==> src/rtl/pgc_pkg.sv <==
package pgc_pkg;
  localparam logic [7:0] OP_SET_EN = 8'h06;
  localparam logic [7:0] OP_CLR_EN = 8'h04;
  localparam logic [7:0] OP_PROG   = 8'h02;
  localparam logic [7:0] OP_WSTAT  = 8'h01;

  typedef enum logic [1:0] {KIND_NONE, KIND_PROG, KIND_STAT} wrKind_t;

  typedef struct packed {
    logic latchAddr;
    logic loadByte;
    logic loadStat;
    logic commitProg;
    logic commitStat;
  } ctrlStrobe_t;
endpackage

==> src/rtl/pgc_ctrl.sv <==
module pgc_ctrl import pgc_pkg::*; #(
  parameter int ADDR_W       = 9,
  parameter int SECTOR_BYTES = 16,
  parameter int WRITE_CYCLES = 50,
  parameter int CNT_W        = 12,
  localparam int OFF_W       = $clog2(SECTOR_BYTES),
  localparam int SECT_W      = ADDR_W - OFF_W
) (
  input  logic              clk,
  input  logic              rstN,
  input  logic              frameStart,
  input  logic              csRise,
  input  logic [CNT_W-1:0]  sckCount,
  input  logic              opValid,
  input  logic [7:0]        opCode,
  input  logic              addrValid,
  input  logic              dataValid,
  input  logic              protectN,
  input  logic [SECT_W-1:0] sectorIdx,
  input  logic [OFF_W-1:0]  sectorOff,
  input  logic [2:0]        lockCode,
  output logic              busy,
  output logic              progEnable,
  output ctrlStrobe_t       st
);
  localparam int NSECT = 1 << SECT_W;
  localparam int TMR_W = $clog2(WRITE_CYCLES + 1);
  localparam logic [SECT_W:0] Q1 = (SECT_W+1)'(NSECT / 4);
  localparam logic [SECT_W:0] Q2 = (SECT_W+1)'(NSECT / 2);
  localparam logic [SECT_W:0] Q3 = (SECT_W+1)'(3 * NSECT / 4);
  localparam logic [SECT_W:0] LASTS = (SECT_W+1)'(NSECT - 1);
  localparam logic [CNT_W-1:0] BITS_CMD   = CNT_W'(8);
  localparam logic [CNT_W-1:0] BITS_STAT  = CNT_W'(16);
  localparam logic [CNT_W-1:0] BITS_FRAME = CNT_W'(24 + 8 * SECTOR_BYTES);

  logic [7:0]       opReg;
  logic             sawBusy, sawLow;
  logic [TMR_W-1:0] tmr;
  wrKind_t          kind;
  logic             sectProt;
  logic [SECT_W:0]  sx;
  logic             okBusy, okProt, startProg, startStat, cmdEdge;

  assign sx = {1'b0, sectorIdx};

  always_comb begin
    unique case (lockCode)
      3'd1:    sectProt = sx < Q1;
      3'd2:    sectProt = (sx >= Q1) && (sx < Q2);
      3'd3:    sectProt = (sx >= Q2) && (sx < Q3);
      3'd4:    sectProt = sx >= Q3;
      3'd5:    sectProt = sx < Q2;
      3'd6:    sectProt = sx == '0;
      3'd7:    sectProt = sx == LASTS;
      default: sectProt = 1'b0;
    endcase
  end

  always_ff @(posedge clk) begin
    if (!rstN) begin
      opReg <= '0; sawBusy <= 1'b0; sawLow <= 1'b0;
    end else if (frameStart) begin
      opReg <= '0; sawBusy <= busy; sawLow <= !protectN;
    end else begin
      if (opValid) opReg <= opCode;
      if (busy) sawBusy <= 1'b1;
      if (!protectN) sawLow <= 1'b1;
    end
  end

  assign okBusy    = !busy && !sawBusy;
  assign okProt    = protectN && !sawLow;
  assign cmdEdge   = csRise && okBusy && (sckCount == BITS_CMD);
  assign startProg = csRise && okBusy && okProt && progEnable && (opReg == OP_PROG)
                     && (sckCount == BITS_FRAME) && (sectorOff == '0) && !sectProt;
  assign startStat = csRise && okBusy && okProt && progEnable && (opReg == OP_WSTAT)
                     && (sckCount >= BITS_STAT) && (sckCount[2:0] == 3'd0);

  always_ff @(posedge clk) begin
    if (!rstN) begin
      busy <= 1'b0; tmr <= '0; kind <= KIND_NONE;
    end else if (busy) begin
      if (tmr == '0) begin
        busy <= 1'b0; kind <= KIND_NONE;
      end else begin
        tmr <= tmr - 1'b1;
      end
    end else if (startProg || startStat) begin
      busy <= 1'b1;
      tmr  <= TMR_W'(WRITE_CYCLES - 1);
      kind <= startProg ? KIND_PROG : KIND_STAT;
    end
  end

  always_comb begin
    st.latchAddr  = addrValid && !busy;
    st.loadByte   = dataValid && !busy && !sawBusy && (opReg == OP_PROG);
    st.loadStat   = dataValid && !busy && !sawBusy && (opReg == OP_WSTAT);
    st.commitProg = busy && (tmr == '0) && (kind == KIND_PROG);
    st.commitStat = busy && (tmr == '0) && (kind == KIND_STAT);
  end

  always_ff @(posedge clk) begin
    if (!rstN)                                    progEnable <= 1'b0;
    else if (st.commitProg)                       progEnable <= 1'b0;
    else if (cmdEdge && (opReg == OP_SET_EN))     progEnable <= 1'b1;
    else if (cmdEdge && (opReg == OP_CLR_EN))     progEnable <= 1'b0;
  end

  // a cycle only begins from an enabled latch
  p_start_needs_enable_r2: assert property (@(posedge clk) disable iff (!rstN)
    $rose(busy) |-> $past(progEnable));
  // a cycle begins right after chip select rises
  p_start_on_cs_r5: assert property (@(posedge clk) disable iff (!rstN)
    $rose(busy) |-> $past(csRise));
  // a low protect pin at the rising edge blocks the start
  p_pin_gate_r4: assert property (@(posedge clk) disable iff (!rstN)
    $rose(busy) |-> $past(protectN));
  // a finished program leaves the latch clear
  p_enable_drop_r6: assert property (@(posedge clk) disable iff (!rstN)
    st.commitProg |=> !progEnable);
  // no data is taken in while a cycle runs
  p_no_load_busy_r8: assert property (@(posedge clk) disable iff (!rstN)
    busy |-> !(st.loadByte || st.loadStat));
endmodule

==> src/rtl/pgc_data.sv <==
module pgc_data import pgc_pkg::*; #(
  parameter int ADDR_W       = 9,
  parameter int SECTOR_BYTES = 16,
  localparam int OFF_W       = $clog2(SECTOR_BYTES),
  localparam int SECT_W      = ADDR_W - OFF_W
) (
  input  logic                      clk,
  input  logic                      rstN,
  input  ctrlStrobe_t               st,
  input  logic [ADDR_W-1:0]         addrIn,
  input  logic [7:0]                dataIn,
  output logic [SECT_W-1:0]         sectorIdx,
  output logic [OFF_W-1:0]          sectorOff,
  output logic [2:0]                lockCode,
  output logic                      memWe,
  output logic [SECT_W-1:0]         memSector,
  output logic [8*SECTOR_BYTES-1:0] memLine
);
  localparam logic [OFF_W:0] FULL = (OFF_W+1)'(SECTOR_BYTES);

  logic [ADDR_W-1:0] addrReg;
  logic [OFF_W:0]    byteIdx;
  logic [2:0]        statNext;
  logic [7:0]        secBuf [SECTOR_BYTES];

  always_ff @(posedge clk) begin
    if (!rstN) begin
      addrReg <= '0; byteIdx <= '0; statNext <= '0; lockCode <= '0;
    end else begin
      if (st.latchAddr) begin
        addrReg <= addrIn;
        byteIdx <= '0;
      end else if (st.loadByte && (byteIdx < FULL)) begin
        byteIdx <= byteIdx + 1'b1;
      end
      if (st.loadStat)   statNext <= dataIn[2:0];
      if (st.commitStat) lockCode <= statNext;
    end
  end

  always_ff @(posedge clk) begin
    if (st.loadByte && !st.latchAddr && (byteIdx < FULL))
      secBuf[byteIdx[OFF_W-1:0]] <= dataIn;
  end

  assign sectorIdx = addrReg[ADDR_W-1:OFF_W];
  assign sectorOff = addrReg[OFF_W-1:0];
  assign memWe     = st.commitProg;
  assign memSector = sectorIdx;

  for (genvar i = 0; i < SECTOR_BYTES; i++) begin : g_line
    assign memLine[8*i +: 8] = secBuf[i];
  end

  // the lock code only moves on a status commit
  p_lock_hold_r7: assert property (@(posedge clk) disable iff (!rstN)
    !st.commitStat |=> $stable(lockCode));
endmodule

==> src/rtl/pgc_top.sv <==
module pgc_top import pgc_pkg::*; #(
  parameter int ADDR_W       = 9,
  parameter int SECTOR_BYTES = 16,
  parameter int WRITE_CYCLES = 50,
  parameter int CNT_W        = 12,
  localparam int OFF_W       = $clog2(SECTOR_BYTES),
  localparam int SECT_W      = ADDR_W - OFF_W
) (
  input  logic                      clk,
  input  logic                      rstN,
  input  logic                      frameStart,
  input  logic                      csRise,
  input  logic [CNT_W-1:0]          sckCount,
  input  logic                      opValid,
  input  logic [7:0]                opCode,
  input  logic                      addrValid,
  input  logic [ADDR_W-1:0]         addrIn,
  input  logic                      dataValid,
  input  logic [7:0]                dataIn,
  input  logic                      protectN,
  output logic                      busy,
  output logic                      progEnable,
  output logic [2:0]                lockCode,
  output logic                      memWe,
  output logic [SECT_W-1:0]         memSector,
  output logic [8*SECTOR_BYTES-1:0] memLine
);
  ctrlStrobe_t       st;
  logic [SECT_W-1:0] sectorIdx;
  logic [OFF_W-1:0]  sectorOff;

  pgc_ctrl #(.ADDR_W(ADDR_W), .SECTOR_BYTES(SECTOR_BYTES),
             .WRITE_CYCLES(WRITE_CYCLES), .CNT_W(CNT_W)) u_ctrl (
    .clk(clk), .rstN(rstN), .frameStart(frameStart), .csRise(csRise),
    .sckCount(sckCount), .opValid(opValid), .opCode(opCode),
    .addrValid(addrValid), .dataValid(dataValid), .protectN(protectN),
    .sectorIdx(sectorIdx), .sectorOff(sectorOff), .lockCode(lockCode),
    .busy(busy), .progEnable(progEnable), .st(st));

  pgc_data #(.ADDR_W(ADDR_W), .SECTOR_BYTES(SECTOR_BYTES)) u_data (
    .clk(clk), .rstN(rstN), .st(st), .addrIn(addrIn), .dataIn(dataIn),
    .sectorIdx(sectorIdx), .sectorOff(sectorOff), .lockCode(lockCode),
    .memWe(memWe), .memSector(memSector), .memLine(memLine));
endmodule

==> config.mk <==
export PLATFORM = sky130hd
export DESIGN_NAME = pgc_top
export DESIGN_NICKNAME = d
export VERILOG_FILES = /design/src/rtl/pgc_pkg.sv /design/src/rtl/pgc_ctrl.sv /design/src/rtl/pgc_data.sv /design/src/rtl/pgc_top.sv
export SDC_FILE = /design/constraint.sdc
export NUM_CORES = 1
export LEC_CHECK = 0
export BUFFER_PORTS_ARGS = -buffer_cell sky130_fd_sc_hd__buf_4
export CAP_MARGIN = 40
export CORE_ASPECT_RATIO = 0.9
export CORE_MARGIN = 4
export CORE_UTILIZATION = 35
export CTS_BUF_LIST = sky130_fd_sc_hd__clkbuf_8
export CTS_CLUSTER_SIZE = 40
export DETAILED_ROUTE_END_ITERATION = 7
export GPL_TIMING_DRIVEN = 0
export PLACE_DENSITY = 0.57
export SLEW_MARGIN = 40
export SYNTH_ARGS = -nofsm -noshare
export SYNTH_HDL_FRONTEND = slang
export SYNTH_HIERARCHICAL = 1
export SYNTH_SLANG_ARGS = --single-unit
==> constraint.sdc <==
create_clock -name clk -period 3.5 [get_ports clk]
set_input_delay 0.7 -clock clk [delete_from_list [all_inputs] [get_ports clk]]
set_output_delay 0.7 -clock clk [all_outputs]
set_load 0.02 [all_outputs]
==> flow_results.org <==
** Outcome
- Result of the run :: completed

** Setup path
- Walking the worst path, the cells encountered are nand4bb_1 -> or3_1 -> buf_2 -> nor3b_1 -> buf_4 -> buf_4.
- On the critical path, the stage with the largest delay is an instance of sky130_fd_sc_hd__dfxtp_1.
- Of all nets on the critical path, the largest fanout is 9.
- Worst path required time :: 2.80 ns
- Category of the worst setup path capture point :: primary output
- The critical path in this run is classified as reg -> out.
- Counting stages on the worst path, the most repeated cell is sky130_fd_sc_hd__buf_4.
- The worst setup path is launched from a flip-flop.
- CP max stage delay :: 0.55 ns
- For the worst setup path, the data arrival time is 2.31 ns.

** Global routing
- The number of global-route vias before repair was 3659.
- Entering global routing, the biggest net connects 18 pins.
- In the global route stage, met2 resource usage came out at 22.5%.
- Total routing usage reported by global routing :: 14.4%
- The first global-routing pass estimated 20900 um of wire.
- The initial antenna violation count came to 0.
- Most Used Layer, Global Route :: met2
- Total global routing overflow :: 0
- Global routing used 5.85% of the available met3 tracks.
- Global routing used 18.9% of the available met1 tracks.

** Logic synthesis
- During synthesis, Yosys emitted a total of 6 warnings.
- Number of synthesized flops with an enable pin :: 128
- Synth area leader :: sky130_fd_sc_hd__edfxtp_1
- Sequential elements use 78.5% of the synthesized area.
- Total standard cell area after synthesis :: 5920 um^2
- The synthesized netlist devotes 1.27% of its cell area to adder and majority cells.
- Predominant post-synthesis flop cell :: sky130_fd_sc_hd__edfxtp_1
- Area fraction of the dominant cell type after synthesis :: 64.9%
- After synthesis, the netlist uses 44 different library cells.
- By area the synthesized netlist is led by sky130_fd_sc_hd__edfxtp_1 (65%), sky130_fd_sc_hd__dfxtp_1 (14%), sky130_fd_sc_hd__mux2i_1 (4.1%), sky130_fd_sc_hd__nor2_1 (2.2%), sky130_fd_sc_hd__nor2b_1 (2.0%).
- Synthesis produced 362 cells.
- The number of nets in the synthesized netlist is 413.
- Summing the areas of all xor and xnor instances in the mapped netlist gives 0.592% of the synthesized area.
- Proportion of synthesized area in mux cells :: 4.06%
- Synthesized area divided by synthesized cell count :: 16.4 um^2
- Summing the areas of all compound-gate instances in the mapped netlist gives 2.52% of the synthesized area.
- Largest family of logic cells by synthesized area :: simple AND/OR/NAND/NOR gates
- Post-synthesis share of cell area spent on and, or, nand and nor gates :: 11.4%
- Counting flops with an async set or reset pin after synthesis yields a share of 0%.
- Number of register bits inferred by synthesis :: 168

** Timing
- For the pin with the worst max-slew slack, the measured transition is 0.770 ns.
- In this run the tightest slew margin relative to its limit is 48.4%.
- Setup-failing EPs final :: 0
- The count of final max-slew check failures came to 0.
- Worst Clk Skew :: 0.0134 ns
- Setup repair after global routing left no endpoint under its margin.
- Based on the critical path, the design can be clocked at up to 0.333 GHz.
- Final hold vios :: 0
- The clock period could shrink to 3.01 ns.
- The final critical path takes up 85.9% of the cycle.
- After routing, the total negative slack on setup checks comes to 0 ns.

** Place
- Once detailed placement completed, the half-perimeter wirelength came to 9980 um.
- Post-placement cell area :: 7560 um^2
- The congestion estimate from routability-driven global placement came to 0.735.
- Port Buffers :: 182

** Pwr
- Maximum resistive drop on vdd :: 0.246 mV
- Power spread over the standard cell area amounts to 464 nW/um^2.
- Leakage power :: 3.02 nW
- Overall power consumption after layout is estimated at 3.71 mW.

** Detailed routing
- Overall via count from detail_route :: 3661
- DRC violations left :: 0
- The count of nets left with antenna violations once routing finished came out at 0.
- First-pass iteration count of the detailed router :: 4
- Post-detailed-routing wire length :: 13800 um
- Vias per cell :: 4.68
- For this block, the initial DRC count from the detailed router was 168.
- Detail-routed net length per standard cell :: 17.6 um

** Layout
- Leaving out fill and tap cells, the most frequent cells in the layout are sky130_fd_sc_hd__buf_4 (189), sky130_fd_sc_hd__edfxtp_1 (128), sky130_fd_sc_hd__dfxtp_1 (40), sky130_fd_sc_hd__nor2_1 (34), sky130_fd_sc_hd__mux2i_1 (24).
- Most common cell after layout, fill and taps aside :: sky130_fd_sc_hd__buf_4
- Summing all non-filler instances in the final layout gives an area of 7980 um^2.
- At the end of the flow, the number of nets in the layout was 614.
- Area growth, synth to finish :: 34.9%
- Antenna diode count :: 0
- In the final layout, the share of cells above drive strength 1 is 41.0%.

** Worst hold path
- The tightest min-delay check is of the in -> reg type.

** Clocking
- TritonCTS built the clock tree.
- Post-CTS clock slew at the launch and capture registers of the worst setup and hold paths :: 0.09 ns
- Counting along the longest clock path gives a buffer depth of 2.
- Setup fix buffers added after clock tree synthesis :: 0
- Quantity of hold-fixing buffers added after cts :: 0
- The later pin in the worst-skew pair is clocked with a latency of 0.45 ns.
- The number of clock buffers added by TritonCTS is 17.
- Clock tree root buffer cell :: sky130_fd_sc_hd__clkbuf_8
- Gates resized during post-CTS repair numbered 0.
- CTS sink cnt :: 168
- CTS H-Tree Depth :: 4

** Run
- Max-cap violations in this run came to 0.

** Floorplan
- Placeable core area :: 16400 um^2
- The die covers 19100 um^2.
- Pin placement for this block handled 184 I/O pins.
- Measured along the x axis, the die boundary spans 145 um.
- Standard-cell row count :: 44
- The floorplan step set the die height to 131 um.
- Starting density of the core :: 36.2%
==> stage by stage <==
stage / hold slack, ns / worst slack [ns] / instances / utilization [%]
floorplan: 0.456 / 0.861 / 362 / -
detailed placement: 0.478 / 0.318 / 751 / 46.3
global route: 0.425 / 0.238 / 783 / 48.8
finish: 0.467 / 0.494 / 783 / 48.8
CTS: 0.429 / 0.410 / 783 / 48.8
global placement: 0.470 / 0.0190 / 751 / 46.1
==> Yosys cell counts (all sizes together), types with 3 or more instances <==
library cell,number
nor4b,3
a21boi,7
nand3b,3
clkbuf,4
a21oi,4
nor4,5
mux2i,24
edfxtp,128
nor3,5
nor3b,5
inv,5
nand2,12
nand3,11
ha,6
nor2b,19
or3,3
buf,10
nand4,4
nor2,34
nand2b,7
dfxtp,40
==> per-layer routing <==
layer	up-vias	wire length (um)	share of wire, %
met5	-	0	0
li1	1736	-	-
met1	1752	6220	45
met2	166	6290	46
met4	0	96	0.70
met3	7	1200	8.7
==> report_power, final <==
part,total (mW),leakage [nW],switching (mW),internal [mW]
registers,2.16,1.48,0.00743,2.15
logic,0.134,1.33,0.0716,0.0625
clock network,1.42,0.211,0.749,0.667
==> sequential cells by signal (all words and copies together) (netlist names) <==
register and count:
u_ctrl/opReg 8, u_data/statNext 3, u_ctrl/busy 1, u_ctrl/sawLow 1, u_data/secBuf 128, u_ctrl/progEnable 1
u_data/byteIdx 5, u_ctrl/kind 2, u_data/lockCode 3, u_ctrl/tmr 6, u_data/addrReg 9, u_ctrl/sawBusy 1
==> kinds of logic after synthesis <==
logic type,after synthesis
multiplexers,24
flip-flops,168
adder cells (fa/ha/maj),6
AO/OA/AOI/OAI,20
XOR/XNOR,4
buffers and inverters,19
AND/OR/NAND/NOR,121
==> final timing paths <==
kind                                                    from                        endpoint  slack (ns)  depth (start not counted)
worst max-delay path                  u_ctrl/busy$_SDFF_PN0_                           memWe        0.49                          6
worst min-delay path                                protectN      u_ctrl/sawLow$_SDFFE_PN0P_        0.47                          2
worst max register to register  u_ctrl/opReg[1]$_SDFFE_PP0P_  u_data/secBuf[10][7]$_DFFE_PP_        0.66                          5
worst min register to register   u_ctrl/sawBusy$_SDFFE_PN0P_     u_ctrl/sawBusy$_SDFFE_PN0P_        0.49                          2
==> final cells by class <==
class	instances	area, um^2
fillers	1412	8370
flip-flops and latches	168	4640
repair buffers	182	1370
multi-input cells	175	1190
well taps	207	259
clock buffers	17	234
clock inverters	15	184
plain buffers	14	81.3
inverters	5	18.8
==> critical path: cells and delay by family, from the launching register on <==
family | cells | cell delay [ns]
buf+inv | 3 | 0.48
simple gates | 3 | 0.83
flops | 1 | 0.55
No activity file was read; power rests on OpenSTA's default activity.
